==> src/rtl/sru_pkg.sv <==
// Shared types for the shift/rotate unit.
// Assumes: codes that differ only in bit 0 form a mirror pair.
package sru_pkg;
    typedef enum logic [2:0] {
        OP_LSL  = 3'b000,
        OP_LSR  = 3'b001,
        OP_ASL  = 3'b010,
        OP_ASR  = 3'b011,
        OP_ROL  = 3'b100,
        OP_ROR  = 3'b101,
        OP_PSA  = 3'b110,
        OP_PSB  = 3'b111
    } sru_op_e;

    // Mirror of an operation in the opposite direction; pass codes map to themselves.
    function automatic sru_op_e sru_mirror(input sru_op_e op);
        if (op == OP_PSA || op == OP_PSB) return op;
        return sru_op_e'(op ^ 3'b001);
    endfunction
endpackage

==> src/rtl/sru_count_decode.sv <==
// Splits a signed count into direction-resolved operation and amounts.
// Assumes: count is WIDTH+1-bit two's complement; WIDTH >= 2.
module sru_count_decode
    import sru_pkg::*;
#(
    parameter int WIDTH = 4
) (
    input  logic [2:0]                 code_in,
    input  logic [WIDTH:0]             count_in,
    output sru_op_e                    op_eff,
    output logic                       sh_over,
    output logic [$clog2(WIDTH)-1:0]   sh_amt,
    output logic [$clog2(WIDTH)-1:0]   rot_amt
);
    localparam int AMT_W = $clog2(WIDTH);
    localparam int MAG_W = WIDTH + 1;
    localparam bit POW2  = (1 << AMT_W) == WIDTH;

    logic             neg;
    logic [MAG_W-1:0] mag;

    // Magnitude without overflow: -2^WIDTH reads as unsigned 2^WIDTH.
    always_comb begin
        neg = count_in[WIDTH];
        mag = neg ? (~count_in + 1'b1) : count_in;
    end

    // Direction resolution and shift saturation.
    always_comb begin
        op_eff  = neg ? sru_mirror(sru_op_e'(code_in)) : sru_op_e'(code_in);
        sh_over = mag >= MAG_W'(WIDTH);
        sh_amt  = sh_over ? '0 : mag[AMT_W-1:0];
    end

    // Rotate amount modulo WIDTH, cheap slice when WIDTH is a power of two.
    generate
        if (POW2) begin : g_rot_pow2
            always_comb rot_amt = mag[AMT_W-1:0];
        end else begin : g_rot_mod
            always_comb rot_amt = AMT_W'(mag % MAG_W'(WIDTH));
        end
    endgenerate
endmodule

==> src/rtl/sru_shift_core.sv <==
// Combinational shift/rotate datapath for a direction-resolved operation.
// Assumes: sh_amt is zero when sh_over is set; rot_amt < WIDTH.
module sru_shift_core
    import sru_pkg::*;
#(
    parameter int WIDTH = 4
) (
    input  logic [WIDTH-1:0]           data_in,
    input  sru_op_e                    op_eff,
    input  logic                       sh_over,
    input  logic [$clog2(WIDTH)-1:0]   sh_amt,
    input  logic [$clog2(WIDTH)-1:0]   rot_amt,
    output logic [WIDTH-1:0]           data_out
);
    localparam logic [WIDTH-1:0] ONES = '1;

    logic [WIDTH-1:0] lo_fill, hi_fill;
    logic [WIDTH-1:0] r_lsl, r_lsr, r_asl, r_asr, r_rol, r_ror;

    // Fill words for the arithmetic forms.
    always_comb begin
        lo_fill = {WIDTH{data_in[0]}};
        hi_fill = {WIDTH{data_in[WIDTH-1]}};
    end

    // Shift variants, saturated when the magnitude reaches WIDTH.
    always_comb begin
        r_lsl = sh_over ? '0 : (data_in << sh_amt);
        r_lsr = sh_over ? '0 : (data_in >> sh_amt);
        r_asl = sh_over ? lo_fill
                        : ((data_in << sh_amt) | (lo_fill & ~(ONES << sh_amt)));
        r_asr = sh_over ? hi_fill
                        : ((data_in >> sh_amt) | (hi_fill & ~(ONES >> sh_amt)));
    end

    // Rotate variants; a zero amount shifts the wrapped part out entirely.
    always_comb begin
        r_rol = (data_in << rot_amt) | (data_in >> (WIDTH - int'(rot_amt)));
        r_ror = (data_in >> rot_amt) | (data_in << (WIDTH - int'(rot_amt)));
    end

    // Result select.
    always_comb begin
        unique case (op_eff)
            OP_LSL:  data_out = r_lsl;
            OP_LSR:  data_out = r_lsr;
            OP_ASL:  data_out = r_asl;
            OP_ASR:  data_out = r_asr;
            OP_ROL:  data_out = r_rol;
            OP_ROR:  data_out = r_ror;
            default: data_out = data_in;
        endcase
    end
endmodule

==> src/rtl/sru_out_reg.sv <==
// Result register and one-cycle valid flag.
// Assumes: synchronous active-low reset that has priority over the strobe.
module sru_out_reg #(
    parameter int WIDTH = 4
) (
    input  logic             clk,
    input  logic             rst_n,
    input  logic             load,
    input  logic [WIDTH-1:0] next_data,
    output logic [WIDTH-1:0] q_data,
    output logic             q_valid
);
    // Load on strobe, hold otherwise; valid mirrors the strobe one cycle late.
    always_ff @(posedge clk) begin
        if (!rst_n) begin
            q_data  <= '0;
            q_valid <= 1'b0;
        end else begin
            q_valid <= load;
            if (load) q_data <= next_data;
        end
    end

    p_reset_clears_r10: assert property (@(posedge clk)
        !rst_n |=> (!q_valid && q_data == '0));
    p_valid_tracks_strobe_r9: assert property (@(posedge clk) disable iff (!rst_n)
        load |=> q_valid);
    p_idle_no_valid_r9: assert property (@(posedge clk) disable iff (!rst_n)
        !load |=> !q_valid);
    p_idle_holds_r9: assert property (@(posedge clk) disable iff (!rst_n)
        (!load && $past(rst_n)) |=> $stable(q_data));
endmodule

==> src/rtl/shift_rotate_unit.sv <==
// Top of the signed-amount shift and rotate unit.
// Assumes: WIDTH >= 2; count is WIDTH+1-bit two's complement.
module shift_rotate_unit
    import sru_pkg::*;
#(
    parameter int WIDTH = 4
) (
    input  logic             clk,
    input  logic             rst_n,
    input  logic             op_strobe,
    input  logic [2:0]       op_code,
    input  logic [WIDTH-1:0] op_data,
    input  logic [WIDTH:0]   op_count,
    output logic [WIDTH-1:0] res_data,
    output logic             res_valid
);
    localparam int AMT_W = $clog2(WIDTH);

    sru_op_e          op_eff;
    logic             sh_over;
    logic [AMT_W-1:0] sh_amt;
    logic [AMT_W-1:0] rot_amt;
    logic [WIDTH-1:0] core_out;

    sru_count_decode #(.WIDTH(WIDTH)) u_decode (
        .code_in  (op_code),
        .count_in (op_count),
        .op_eff   (op_eff),
        .sh_over  (sh_over),
        .sh_amt   (sh_amt),
        .rot_amt  (rot_amt)
    );

    sru_shift_core #(.WIDTH(WIDTH)) u_core (
        .data_in  (op_data),
        .op_eff   (op_eff),
        .sh_over  (sh_over),
        .sh_amt   (sh_amt),
        .rot_amt  (rot_amt),
        .data_out (core_out)
    );

    sru_out_reg #(.WIDTH(WIDTH)) u_oreg (
        .clk       (clk),
        .rst_n     (rst_n),
        .load      (op_strobe),
        .next_data (core_out),
        .q_data    (res_data),
        .q_valid   (res_valid)
    );

    p_zero_count_r7: assert property (@(posedge clk) disable iff (!rst_n)
        (op_strobe && op_count == '0) |=> res_data == $past(op_data));
    p_pass_codes_r7: assert property (@(posedge clk) disable iff (!rst_n)
        (op_strobe && op_code[2:1] == 2'b11) |=> res_data == $past(op_data));
    p_rotate_keeps_ones_r4: assert property (@(posedge clk) disable iff (!rst_n)
        (op_strobe && op_code[2:1] == 2'b10)
            |=> $countones(res_data) == $countones($past(op_data)));
    p_logical_saturate_r6: assert property (@(posedge clk) disable iff (!rst_n)
        (op_strobe && op_code[2:1] == 2'b00 && (op_count[WIDTH] ||
            op_count >= (WIDTH+1)'(WIDTH)) && op_count != '0 &&
            ((~op_count + 1'b1) >= (WIDTH+1)'(WIDTH) || !op_count[WIDTH]))
            |=> res_data == '0);
endmodule

==> config.mk <==
export PLATFORM = sky130hd
export DESIGN_NAME = shift_rotate_unit
export DESIGN_NICKNAME = d
export VERILOG_FILES = /design/src/rtl/sru_pkg.sv /design/src/rtl/sru_count_decode.sv /design/src/rtl/sru_shift_core.sv /design/src/rtl/sru_out_reg.sv /design/src/rtl/shift_rotate_unit.sv
export SDC_FILE = /design/constraint.sdc
export NUM_CORES = 1
export LEC_CHECK = 0
export BUFFER_PORTS_ARGS = -buffer_cell sky130_fd_sc_hd__buf_2
export CAP_MARGIN = 20
export CORE_MARGIN = 5
export CORE_UTILIZATION = 40
export DETAILED_ROUTE_END_ITERATION = 6
export PLACE_DENSITY = 0.66
export SLEW_MARGIN = 40
export SYNTH_ARGS = -nofsm -noshare
export SYNTH_HDL_FRONTEND = slang
export SYNTH_SLANG_ARGS = --single-unit
==> constraint.sdc <==
create_clock -name clk -period 4.8 [get_ports clk]
set_clock_uncertainty 0.15 [all_clocks]
set_input_delay 0.96 -clock clk [delete_from_list [all_inputs] [get_ports clk]]
set_output_delay 0.96 -clock clk [all_outputs]
set_load 0.01 [all_outputs]
Yosys cells after proc, flatten, opt, wreduce, memory -nomap -nowiden --
Cells that the tools add are included.
Word-level totals: register bits after elaboration 5, output and inout bits 5
Cells by class: add/subtract/negate cells 2, magnitude comparators 1, equality and inequality tests 7, shift operators 8, mux-type cells 11, bitwise gates (word level) 10, reduce and logical (&&, ||, !) cells 2
Operator list (number):
- $shl A4 B32 Y4 | 1
- $shr A4 B32 Y4 | 1
- $pmux W4 S6 | 1
- $mux W4 | 4
- $or A4 B4 Y4 | 4
- $eq A3 B3 Y1 const B | 4
- $mux W3 | 3
- $and A4 B4 Y4 | 2
- $not A4 Y4 | 2
- $shl A4 B2 Y4 | 2
- $shr A4 B2 Y4 | 2
- $eq A3 B2 Y1 const B | 2
- $add A5 B1 Y5 const B | 1
- $ge A5 B3 Y1 const B | 1
- $mux W5 | 1
- $not A5 Y5 | 1
- $shl A4 B2 Y4 const A | 1
- $shr A4 B2 Y4 const A | 1
- $sub A3 B2 Y4 const A | 1
- $eq A3 B1 Y1 const B | 1
- $logic_not A3 Y1 | 1
- $mux W2 | 1
- $logic_or A1 B1 Y1 | 1
- $mux W1 | 1
- $not A1 Y1 | 1

Longest topological paths before layout --
Gate-level depths: netlist (run 1).
depth after elaboration 11, gate-level depth with buffers 10

Cells and area by module --
From an unflattened synthesis (run 1), not the netlist that was laid out.
Unflattened totals: cells, all modules 141, area total of the unflattened synthesis 991.0 sq um
Modules (own cells, without submodules):
- sru_shift_core | instances 1, cells an instance 106, area each 680.7 sq um
- sru_out_reg | instances 1, cells an instance 15, area each 183.9 sq um
- sru_count_decode | instances 1, cells an instance 20, area each 126.4 sq um

Worst setup path after synthesis (run 1) --
No wires, ideal clock.
kind input to register, start point input port op_count[0], end point register u_oreg.q_data[2], library setup time 0.130 ns, data arrival time 2.587 ns, required time 4.520 ns, setup slack 1.933 ns, stages 9, buffers on the path 1, path through clkbuf_2 > inv_1 > ha_1 > mux2i_4 > xnor2_1 > nor2_1 > a2111oi_0 > or3b_1 > a31oi_1
On the way: word-level cells in the longest chain between the ends 11, elaborated cells on any way between the ends 27, those cells by class add/sub: 2; order compare: 1; shift: 8; mux: 7; bitwise: 9
Ends and longest elaborated chain:
- from (decl) | RTL line shift_rotate_unit.sv:13 | input logic [WIDTH:0] op_count,
- $not A5 Y5 | RTL line sru_count_decode.sv:25 | mag = neg ? (~count_in + 1'b1) : count_in;
- $add A5 B1 Y5 | RTL line sru_count_decode.sv:25
- $mux W5 * | RTL line sru_count_decode.sv:25
- $ge A5 B3 Y1 | RTL line sru_count_decode.sv:31 | sh_over = mag >= MAG_W'(WIDTH);
- $mux W2 | RTL line sru_count_decode.sv:32 | sh_amt = sh_over ? '0 : mag[AMT_W-1:0];
- $shr A4 B2 Y4 / $shl A4 B2 Y4 (equally long branches) | RTL line sru_shift_core.sv:33, sru_shift_core.sv:31
- $not A4 Y4, on equally long branches | RTL line sru_shift_core.sv:33, sru_shift_core.sv:31
- $and A4 B4 Y4, on equally long branches | RTL line sru_shift_core.sv:33, sru_shift_core.sv:31
- $or A4 B4 Y4, on equally long branches | RTL line sru_shift_core.sv:33, sru_shift_core.sv:31
- $mux W4, on equally long branches | RTL line sru_shift_core.sv:32, sru_shift_core.sv:30
- $pmux W4 S6 * | RTL line sru_shift_core.sv:44 | unique case (op_eff)
- to (signal assigned) | RTL line sru_out_reg.sv:20 | if (load) q_data <= next_data;
- to (decl) | RTL line sru_out_reg.sv:10 | output logic [WIDTH-1:0] q_data,
Every way passes the cells marked *; elsewhere a longest branch is shown, timed or not. A chain may end at the register's enable or synchronous reset.

Final worst setup path (run 1) --
Ends and elaborated chain as after synthesis.

==> results of run 1 <==
-- state kept, by name (all words and copies together) (netlist names) --
| name | cells |
|---|---|
| u_oreg.q_data | 4 |
| u_oreg.q_valid | 1 |
-- per-stage QoR --
step | std cells | power, mW | hold WS [ns] | cell area (sq um) | util [%]
after floorplan | 121 | 0.114 | 0.360 | 881 | -
after global placement | 159 | 0.137 | 0.302 | 966 | 45.0
after detailed placement | 159 | 0.137 | 0.325 | 966 | 45.0
after CTS | 163 | 0.190 | 0.336 | 992 | 46.2
after global routing | 163 | 0.206 | 0.371 | 992 | 46.2
final | 163 | 0.192 | 0.322 | 992 | 46.2
-- power groups by stage --
stage / logic (mW) / registers [mW] / clock network, mW
global route: 0.102 / 0.0467 / 0.0574
CTS: 0.0912 / 0.0463 / 0.0524
floorplan: 0.0654 / 0.0488 / 0
finish: 0.0929 / 0.0463 / 0.0523
detailed placement: 0.0903 / 0.0471 / 0
global placement: 0.0901 / 0.0471 / 0
-- Yosys cell counts (2+ instances only) --
master                      number
sky130_fd_sc_hd__xnor2_1         3
sky130_fd_sc_hd__nor2_1          9
sky130_fd_sc_hd__a31oi_1         3
sky130_fd_sc_hd__nand2b_1        3
sky130_fd_sc_hd__o31ai_1         4
sky130_fd_sc_hd__nor3b_1         2
sky130_fd_sc_hd__a22oi_1         2
sky130_fd_sc_hd__a221oi_1        2
sky130_fd_sc_hd__inv_1           2
sky130_fd_sc_hd__ha_1            2
sky130_fd_sc_hd__mux2_2          3
sky130_fd_sc_hd__buf_2           2
sky130_fd_sc_hd__o21ai_0         9
sky130_fd_sc_hd__and2_1          3
sky130_fd_sc_hd__nand2_1        11
sky130_fd_sc_hd__a21oi_1         9
sky130_fd_sc_hd__clkbuf_1        5
sky130_fd_sc_hd__a211oi_1        2
sky130_fd_sc_hd__o211ai_1        3
sky130_fd_sc_hd__dfxtp_1         5
sky130_fd_sc_hd__nor3_1          4
sky130_fd_sc_hd__mux2i_1         7
sky130_fd_sc_hd__nor4b_1         3
sky130_fd_sc_hd__a2111oi_0       2
-- cell type report --
| class | count | area [sq um] | share of cell area (%) |
|---|---|---|---|
| flip-flops and latches | 5 | 100 | 10.1 |
| multi-input cells | 105 | 728 | 73.4 |
| clock buffers | 4 | 26.3 | 2.65 |
| inverters | 2 | 7.51 | 0.757 |
| well taps | 28 | 35.0 | 3.53 |
| repair buffers | 19 | 95.1 | 9.58 |
-- metal layers --
layer  global-route usage, %  up-vias  routed length (um)
li1                        -      494                   -
met1                    21.3      456                1070
met2                    25.9       77                1180
met3                    2.53        9                 232
met4                    4.97        0                  39
met5                       0        -                   0
-- worst reg2reg max path, stage by stage, from the launching register on --
cell and delay, ns:
sky130_fd_sc_hd__dfxtp_1 0.31, sky130_fd_sc_hd__and2_1 0.14, sky130_fd_sc_hd__a311oi_1 0.20, sky130_fd_sc_hd__a31oi_1 0.10
-- kinds of logic after synthesis --
| logic type | share of synthesized area [%] |
|---|---|
| AO/OA/AOI/OAI | 31.1 |
| AND/OR/NAND/NOR | 27.8 |
| flip-flops | 11.4 |
| multiplexers | 16.9 |
| adder cells (fa/ha/maj) | 2.84 |
| buffers and inverters | 5.97 |
| XOR/XNOR | 3.98 |
-- worst min path at each step --
stage	to	start	cells after the start	slack [ns]
floorplan	u_oreg.q_data[1]$_SDFFE_PN0P_	u_oreg.q_data[1]$_SDFFE_PN0P_	2	0.36
global placement	u_oreg.q_data[1]$_SDFFE_PN0P_	u_oreg.q_data[1]$_SDFFE_PN0P_	2	0.30
detailed placement	u_oreg.q_data[1]$_SDFFE_PN0P_	u_oreg.q_data[1]$_SDFFE_PN0P_	2	0.33
CTS	u_oreg.q_data[1]$_SDFFE_PN0P_	u_oreg.q_data[1]$_SDFFE_PN0P_	2	0.34
global route	u_oreg.q_data[1]$_SDFFE_PN0P_	u_oreg.q_data[1]$_SDFFE_PN0P_	2	0.37
finish	u_oreg.q_data[1]$_SDFFE_PN0P_	u_oreg.q_data[1]$_SDFFE_PN0P_	2	0.32
==> parameters.txt, run 1 <==
Parameter                              Value

Run status
  Status ... finished clean

Floorplan
  DIE WIDTH ... 56.9 um
  Ports ... 20
  Total core area ... 2150 sq um
  Die outline height ... 56.9 um
  Number of standard-cell rows in the floorplan ... 17
  Area of the die ... 3240 sq um
  Effective utilization at floorplan ... 41.0%

Power
  Sequential group share of total power ... 24.2%
  Share of total power in the clock network ... 27.3%
  Internal power component ... 0.114 mW
  Switching power ... 0.0779 mW
  Switching share of total power ... 40.7%
  Total power density per cell area ... 193 nW/um^2
  Combinational Power Share ... 48.5%
  Worst VDD drop ... 0.0920 mV
  Leak ... 0.380 nW

Final layout
  NumNets Final ... 153
  Layout area overhead ... 12.6%
  Proportion of layout cells with a drive suffix above 1 ... 20.7%
  Fill cell total of the finished layout ... 222
  Diodes inserted ... 0
  Leading cell type in the layout, fill and taps excluded ... sky130_fd_sc_hd__buf_2
  Leading cell types in the layout, fill and taps excluded ... sky130_fd_sc_hd__buf_2 (19), sky130_fd_sc_hd__nand2_1 (11), sky130_fd_sc_hd__nor2_1 (9), sky130_fd_sc_hd__a21oi_1 (9), sky130_fd_sc_hd__o21ai_0 (9)

Yosys
  Synthesized area ... 881 sq um
  Cell type contributing the most total cell area after synthesis ... sky130_fd_sc_hd__dfxtp_1
  Synthesized area per cell ... 7.28 sq um
  Asr flop ratio synth ... 0%
  Unique cell type count in the Yosys netlist ... 45
  Largest cells by area after synthesis ... sky130_fd_sc_hd__dfxtp_1 (11%), sky130_fd_sc_hd__mux2i_1 (8.0%), sky130_fd_sc_hd__a21oi_1 (5.1%)
  Synthesis Warnings ... 0
  Number of synthesized flops with an enable pin ... 0
  Top cell type's share of synthesized area ... 11.4%
  Seq/Total Area, Yosys ... 11.4%
  Top FF cell, synth ... sky130_fd_sc_hd__dfxtp_1
  Mapped Nets ... 138
  Number of cells produced by synthesis ... 121
  Synth Register Bits ... 5

Routing
  Total DRC errors in the routed layout ... 0
  Drt initial violations ... 55
  Antenna viol nets, final ... 0
  Wire length reported by the detailed router ... 2.52 mm
  Via count of the routed design ... 1036
  Drt pass-1 iters ... 4
  Vias per cell ... 6.36
  Routed WL per cell ... 15.5 um

Setup path
  Slowest-stage cell, CP ... sky130_fd_sc_hd__mux2i_4
  Critical Path Start ... op_count[0]
  Setup slack, reg-to-reg ... 3.77 ns
  Depth of the critical timing path with buffers and inverters included ... 9
  Chain of cells forming the critical path ... buf_2 -> inv_1 -> ha_1 -> mux2i_4 -> xnor2_1 -> nor2_1 -> a2111oi_0 -> or3b_1 -> a31oi_1
  Setup CP Type ... primary input to flop
  Depth of the worst register-to-register path ... 3
  Data arrival at the endpoint of the critical path ... 3.14 ns
  Biggest cell delay along the critical path ... 0.47 ns
  Buffers & Inverters on Critical Path ... 2
  Max Fanout on Critical Path ... 19
  Crit Reg-Reg Endpoint ... u_oreg.q_data[2]$_SDFFE_PN0P_
  Endpoint class of the critical path ... flop
  Source of the worst register-to-register timing path ... u_oreg.q_data[2]$_SDFFE_PN0P_
  Critical path startpoint category ... primary input
  Data required time of the worst path ... 4.78 ns
  CP top delay family ... multiplexers
  Worst setup endpoint ... u_oreg.q_data[2]$_SDFFE_PN0P_

Clock network
  Worst skew pair latency ... 0.25 ns
  Number of hold buffers added after CTS ... 0
  # clock sinks ... 5
  Buffers from clock root to sink, at most ... 2
  Clock input transition at the sequential cells of the worst setup and hold paths ... 0.05 ns
  Count of instances resized after the clock tree is built ... 0
  CTS Buf Count ... 3
  Number of post-CTS setup repair buffers ... 0
  CTS root buffer ... sky130_fd_sc_hd__clkbuf_4
  # H-tree levels ... 1
  CTS tree ... built

Global route
  Wire length of the first global-routing pass ... 4.22 mm
  Overflow after GRT ... 0
  Number of antenna violations at the first check in global routing ... 0
  Pin count of the biggest net entering global routing ... 20
  Vias in the first global route ... 929
  Gr usage total ... 15.9%

Timing
  Worst-Margin Slew ... 0.662 ns
  Max-Slew Margin vs Limit ... 55.5%
  Count of final max-slew check failures ... 0
  Highest Clock Rate ... 316 MHz
  Setup violation total in the final timing report ... 0
  Hold Violations, Final ... 0
  Smallest setup slack after layout ... 1.64 ns
  Final clock period utilization by the worst path ... 65.8%
  Setup tns final ... 0 ns
  RSZ-0062 raised after global routing ... false
  Final Critical Period ... 3.16 ns

Min path
  Class of the tightest hold or removal check ... flop to flop

Placed design
  Number of port buffers ... 19
  Post-place setup slack ... 1.40 ns
  Final weighted congestion in routability-driven placement ... 0.895
  Detailed-placement wirelength estimate ... 1.88 mm

Job
  # Max-Cap Violations ... 0
(Power assumes the default switching activity.)
==> run 2: changes to the inputs <==
==> constraint.sdc (replaced) <==
create_clock -name clk -period 3.3 [get_ports clk]
set_clock_uncertainty 0.15 [all_clocks]
set_input_delay 0.66 -clock clk [delete_from_list [all_inputs] [get_ports clk]]
set_output_delay 0.66 -clock clk [all_outputs]
set_load 0.01 [all_outputs]
==> parameters.txt, run 2 (synthesized netlist as in run 1, its figures left out) <==
Parameter                              Value

Run status
  Status ... finished clean

Setup path
  Setup CP Type ... primary input to flop
  Data required time of the worst path ... 3.26 ns
  Endpoint class of the critical path ... flop
  Max Fanout on Critical Path ... 13
  Chain of cells forming the critical path ... buf_2 -> inv_1 -> ha_1 -> mux2i_4 -> xnor2_1 -> nor2_1 -> a2111oi_0 -> or3b_1 -> a31oi_1
  Buffers & Inverters on Critical Path ... 2
  Data arrival at the endpoint of the critical path ... 2.49 ns
  Biggest cell delay along the critical path ... 0.39 ns
  Slowest-stage cell, CP ... sky130_fd_sc_hd__a2111oi_0
  Setup slack, reg-to-reg ... 2.27 ns
  CP top delay family ... compound AO/OA/AOI/OAI gates
  Critical path startpoint category ... primary input

Routing
  Antenna viol nets, final ... 0
  Drt initial violations ... 47
  Drt pass-1 iters ... 4
  Routed WL per cell ... 15.3 um
  Via count of the routed design ... 1044
  Vias per cell ... 6.33
  Total DRC errors in the routed layout ... 0
  Wire length reported by the detailed router ... 2.53 mm

Timing
  Final clock period utilization by the worst path ... 76.6%
  Count of final max-slew check failures ... 0
  Worst-Margin Slew ... 0.650 ns
  Highest Clock Rate ... 396 MHz
  Smallest setup slack after layout ... 0.774 ns
  RSZ-0062 raised after global routing ... false
  Max-Slew Margin vs Limit ... 56.4%
  Hold Violations, Final ... 0
  Setup tns final ... 0 ns
  Setup violation total in the final timing report ... 0
  Final Critical Period ... 2.53 ns

Floorplan
  DIE WIDTH ... 56.9 um
  Die outline height ... 56.9 um
  Ports ... 20
  Total core area ... 2150 sq um
  Number of standard-cell rows in the floorplan ... 17
  Effective utilization at floorplan ... 41.0%
  Area of the die ... 3240 sq um

Placed design
  Placed cell count ... 161
  Final weighted congestion in routability-driven placement ... 0.906
  Number of port buffers ... 19
  Detailed-placement wirelength estimate ... 1.94 mm
  Post-place setup slack ... 0.527 ns
  Cell Area, Placed ... 981 sq um

Power
  Total power draw ... 0.276 mW
  Worst VDD drop ... 0.207 mV
  Total power density per cell area ... 274 nW/um^2
  Leak ... 0.390 nW

Clock network
  CTS Buf Count ... 3
  # H-tree levels ... 1
  Clock input transition at the sequential cells of the worst setup and hold paths ... 0.04 ns
  Count of instances resized after the clock tree is built ... 0
  CTS tree ... built
  Number of post-CTS setup repair buffers ... 0
  Buffers from clock root to sink, at most ... 2
  CTS root buffer ... sky130_fd_sc_hd__clkbuf_4
  Worst skew pair latency ... 0.24 ns
  # clock sinks ... 5
  Number of hold buffers added after CTS ... 0

Final layout
  Leading cell type in the layout, fill and taps excluded ... sky130_fd_sc_hd__buf_2
  Multi-input logic area ... 728 sq um
  Top Registers ... u_oreg.q_data x4, u_oreg.q_valid x1
  Diodes inserted ... 0
  Register ranked first by flip-flop count ... u_oreg.q_data
  Finished layout cell area ... 1010 sq um
  Flip-flop count of the largest register, all copies and words added ... 4
  Layout area overhead ... 14.3%
  Fill cell total of the finished layout ... 219
  Proportion of layout cells with a drive suffix above 1 ... 21.9%
  FF/Latch Area ... 100 sq um
  Final cell count without fillers ... 165
  NumNets Final ... 155
  Leading cell types in the layout, fill and taps excluded ... sky130_fd_sc_hd__buf_2 (19), sky130_fd_sc_hd__nand2_1 (11), sky130_fd_sc_hd__nor2_1 (9), sky130_fd_sc_hd__a21oi_1 (9), sky130_fd_sc_hd__o21ai_0 (9)

Job
  # Max-Cap Violations ... 0

Global route
  Overflow after GRT ... 0
  Pin count of the biggest net entering global routing ... 15
  Number of antenna violations at the first check in global routing ... 0
  Gr usage total ... 15.8%
  Vias in the first global route ... 974
  Wire length of the first global-routing pass ... 4.21 mm

Min path
  Class of the tightest hold or removal check ... flop to flop
==> run 2: area by class of cell <==
cell class / instances / share of cell area (%)
multi-input combinational: 105 / 72.3
tap: 28 / 3.48
clock buffer: 4 / 2.61
timing repair buffer: 21 / 10.9
sequential: 5 / 9.94
inverter: 2 / 0.745
==> run 2: per-layer routing <==
| layer | share of wire [%] | vias up | global-route usage (%) |
|---|---|---|---|
| met3 | 8.2 | 8 | 3.68 |
| met2 | 46 | 57 | 25.1 |
| li1 | - | 497 | - |
| met4 | 2.0 | 0 | 4.97 |
| met5 | 0 | - | 0 |
| met1 | 44 | 482 | 20.9 |
==> run 2: worst paths after layout <==
kind | startpoint | endpoint | depth (start not counted)
min reg2reg | u_oreg.q_data[1]$_SDFFE_PN0P_ | u_oreg.q_data[1]$_SDFFE_PN0P_ | 2
min | u_oreg.q_data[1]$_SDFFE_PN0P_ | u_oreg.q_data[1]$_SDFFE_PN0P_ | 2
max | op_count[0] | u_oreg.q_data[2]$_SDFFE_PN0P_ | 9
max reg2reg | u_oreg.q_data[2]$_SDFFE_PN0P_ | u_oreg.q_data[2]$_SDFFE_PN0P_ | 3
==> run 2: report_power, final <==
| part | internal [mW] | switching [mW] |
|---|---|---|
| clock network | 0.0457 | 0.0242 |
| logic | 0.0562 | 0.0816 |
| registers | 0.0654 | 0.00252 |
| total | 0.167 | 0.108 |
==> run 2: tightest hold or removal path, cell delays in order (launching register included) <==
cell,delay [ns]
sky130_fd_sc_hd__dfxtp_1,0.32
sky130_fd_sc_hd__a2bb2oi_1,0.07
sky130_fd_sc_hd__o21ai_0,0.07
==> run 2: through the flow <==
stage               hold slack [ns]  utilization, %
floorplan                     0.360               -
detailed placement            0.334            45.7
CTS                           0.344            46.9
global route                  0.382            46.9
finish                        0.346            46.9
global placement              0.309            45.7
==> run 3: changes to the inputs <==
--- a/config.mk
+++ b/config.mk
@@ -5,12 +5,13 @@
 export SDC_FILE = /design/constraint.sdc
 export NUM_CORES = 1
 export LEC_CHECK = 0
+export ABC_AREA = 1
 export BUFFER_PORTS_ARGS = -buffer_cell sky130_fd_sc_hd__buf_2
 export CAP_MARGIN = 20
 export CORE_MARGIN = 5
 export CORE_UTILIZATION = 40
 export DETAILED_ROUTE_END_ITERATION = 6
-export PLACE_DENSITY = 0.66
+export PLACE_DENSITY = 0.68
 export SLEW_MARGIN = 40
 export SYNTH_ARGS = -nofsm -noshare
 export SYNTH_HDL_FRONTEND = slang
==> constraint.sdc (replaced) <==
create_clock -name clk -period 2.15 [get_ports clk]
set_clock_uncertainty 0.15 [all_clocks]
set_input_delay 0.43 -clock clk [delete_from_list [all_inputs] [get_ports clk]]
set_output_delay 0.43 -clock clk [all_outputs]
set_load 0.01 [all_outputs]
==> parameters.txt, run 3 <==
Parameter                              Value

Run status
  Status ... finished clean

Final layout
  Finished layout cell area ... 1170 sq um
  Leading cell type in the layout, fill and taps excluded ... sky130_fd_sc_hd__nand2_1
  Proportion of layout cells with a drive suffix above 1 ... 22.0%
  FF/Latch Area ... 100 sq um
  Diodes inserted ... 0
  Leading cell types in the layout, fill and taps excluded ... sky130_fd_sc_hd__nand2_1 (64), sky130_fd_sc_hd__inv_1 (22), sky130_fd_sc_hd__a21oi_1 (20)
  Final cell count without fillers ... 242
  NumNets Final ... 232
  Layout area overhead ... 21.3%
  Flip-flop count of the largest register, all copies and words added ... 4
  Register ranked first by flip-flop count ... u_oreg.q_data
  Top Registers ... u_oreg.q_data x4, u_oreg.q_valid x1
  Layout Utilization ... 52.1%
  Multi-input logic area ... 749 sq um
  Fill cell total of the finished layout ... 263

Setup path
  Data arrival at the endpoint of the critical path ... 1.95 ns
  Setup CP Type ... primary input to flop
  Max Fanout on Critical Path ... 4
  Endpoint class of the critical path ... flop
  Data required time of the worst path ... 2.17 ns
  Depth of the worst register-to-register path ... 4
  Critical path startpoint category ... primary input

Clock network
  Clock input transition at the sequential cells of the worst setup and hold paths ... 0.04 ns
  Number of hold buffers added after CTS ... 0
  CTS Buf Count ... 3
  Buffers from clock root to sink, at most ... 2
  CTS tree ... built
  Worst skew pair latency ... 0.24 ns
  # H-tree levels ... 1
  Number of post-CTS setup repair buffers ... 0
  # clock sinks ... 5
  CTS root buffer ... sky130_fd_sc_hd__clkbuf_4
  Count of instances resized after the clock tree is built ... 0

Power
  Worst VDD drop ... 0.258 mV
  Total power draw ... 0.466 mW
  Total power density per cell area ... 397 nW/um^2
  Leak ... 0.659 nW

Floorplan
  DIE WIDTH ... 59.2 um
  Number of standard-cell rows in the floorplan ... 17
  Area of the die ... 3510 sq um
  Total core area ... 2250 sq um
  Effective utilization at floorplan ... 43.0%
  Ports ... 20
  Die outline height ... 59.2 um

Timing
  Smallest setup slack after layout ... 0.222 ns
  Setup violation total in the final timing report ... 0
  RSZ-0062 raised after global routing ... false
  Final Critical Period ... 1.93 ns
  Count of final max-slew check failures ... 0
  Worst hold slack ... 0.237 ns
  Worst-Margin Slew ... 0.311 ns
  Max-Slew Margin vs Limit ... 79.2%
  Hold Violations, Final ... 0
  Setup tns final ... 0 ns
  Final clock period utilization by the worst path ... 89.7%
  Highest Clock Rate ... 519 MHz

Yosys
  Top-count cell post-synth ... sky130_fd_sc_hd__nand2_1
  Cell type contributing the most total cell area after synthesis ... sky130_fd_sc_hd__nand2_1
  Synthesis Warnings ... 0
  Synthesized area per cell ... 5.23 sq um
  Number of cells produced by synthesis ... 185
  Top FF cell, synth ... sky130_fd_sc_hd__dfxtp_1
  Synth Register Bits ... 5
  Asr flop ratio synth ... 0%
  Cell types with the highest counts after synthesis ... sky130_fd_sc_hd__nand2_1 (64), sky130_fd_sc_hd__inv_1 (22), sky130_fd_sc_hd__a21oi_1 (20)
  Unique cell type count in the Yosys netlist ... 27
  Top cell type's share of synthesized area ... 24.8%
  Synthesized area ... 968 sq um
  Seq/Total Area, Yosys ... 10.3%
  Number of synthesized flops with an enable pin ... 0
  Largest cells by area after synthesis ... sky130_fd_sc_hd__nand2_1 (25%), sky130_fd_sc_hd__a21oi_1 (10%), sky130_fd_sc_hd__dfxtp_1 (10%)
  Mapped Nets ... 202

Global route
  Gr usage total ... 18.3%
  Overflow after GRT ... 0
  Pin count of the biggest net entering global routing ... 11
  Wire length of the first global-routing pass ... 5.13 mm
  Vias in the first global route ... 1201
  Number of antenna violations at the first check in global routing ... 0

Placed design
  Detailed-placement wirelength estimate ... 2.41 mm
  Placed cell count ... 238
  Cell Area, Placed ... 1150 sq um
  Post-place setup slack ... -0.0117 ns
  Number of port buffers ... 19
  Final weighted congestion in routability-driven placement ... 0.959

Routing
  Wire length reported by the detailed router ... 2.88 mm
  Via count of the routed design ... 1273
  Antenna viol nets, final ... 0
  Drt initial violations ... 62
  Routed WL per cell ... 11.9 um
  Total DRC errors in the routed layout ... 0
  Drt pass-1 iters ... 4
  Vias per cell ... 5.26

Min path
  Class of the tightest hold or removal check ... primary input to flop
  Cell count of the worst hold path ... 3

Job
  # Max-Cap Violations ... 0
-- run 3: changes by cell type in the layout (fill, tap and decap cells not counted), moves of 7 or more --
cell | previous run | this run
sky130_fd_sc_hd__nand3_1 | 1 | 16
sky130_fd_sc_hd__a21oi_1 | 9 | 20
sky130_fd_sc_hd__nand2_1 | 11 | 64
sky130_fd_sc_hd__nor2_1 | 9 | 16
sky130_fd_sc_hd__inv_1 | 2 | 22
sky130_fd_sc_hd__buf_4 | 2 | 10
sky130_fd_sc_hd__mux2i_1 | 7 | 0
-- run 3: area by class of cell --
| class | instances | area share (%) |
|---|---|---|
| multi-input cells | 151 | 63.8 |
| inverters | 25 | 7.99 |
| repair buffers | 29 | 14.5 |
| flip-flops and latches | 5 | 8.52 |
| clock buffers | 4 | 2.24 |
| well taps | 28 | 2.98 |
-- run 3: cells by family (layout without fill, tap and decap cells) --
kind of cell               Yosys count  in the layout  share of synthesized area, %
adders and majority gates            2              2                          2.58
buffers and inverters               29             58                          13.6
DFF                                  5              5                          10.3
and+or+nand+nor                    110            110                          50.6
AOI/OAI and AO/OA                   39             39                          22.9
-- run 3: final timing paths --
check                                startpoint                       endpoint  slack, ns
setup / recovery                    op_count[0]  u_oreg.q_data[1]$_SDFFE_PN0P_       0.22
hold / removal                            rst_n      u_oreg.q_valid$_SDFF_PN0_       0.24
setup reg to reg  u_oreg.q_data[3]$_SDFFE_PN0P_  u_oreg.q_data[3]$_SDFFE_PN0P_       1.36
hold reg to reg   u_oreg.q_data[2]$_SDFFE_PN0P_  u_oreg.q_data[2]$_SDFFE_PN0P_       0.31
-- run 3: power breakdown --
group | internal, mW | total (mW) | switching (mW) | leakage (nW)
registers | 0.0998 | 0.103 | 0.00297 | 0.0412
logic | 0.0959 | 0.252 | 0.156 | 0.603
clock network | 0.0703 | 0.111 | 0.0410 | 0.0150
total | 0.266 | 0.466 | 0.200 | 0.659
-- run 3: routing by layer --
layer	GRT usage, %	routed length, um	vias up
li1	-	-	657
met1	24.1	1240	558
met5	0	0	-
met4	2.59	22	0
met3	3.70	223	4
met2	31.0	1390	54
-- run 3: worst max-delay path, stage by stage --
cell                       delay [ns]
sky130_fd_sc_hd__buf_2           0.10
sky130_fd_sc_hd__inv_2           0.05
sky130_fd_sc_hd__ha_1            0.20
sky130_fd_sc_hd__nand3b_1        0.15
sky130_fd_sc_hd__nand2_1         0.09
sky130_fd_sc_hd__nand4_1         0.20
sky130_fd_sc_hd__nand2_1         0.17
sky130_fd_sc_hd__a21oi_1         0.08
sky130_fd_sc_hd__o21ai_0         0.18
sky130_fd_sc_hd__nand2_1         0.07
sky130_fd_sc_hd__nand2_1         0.06
sky130_fd_sc_hd__nand2_1         0.05
sky130_fd_sc_hd__a21oi_1         0.12
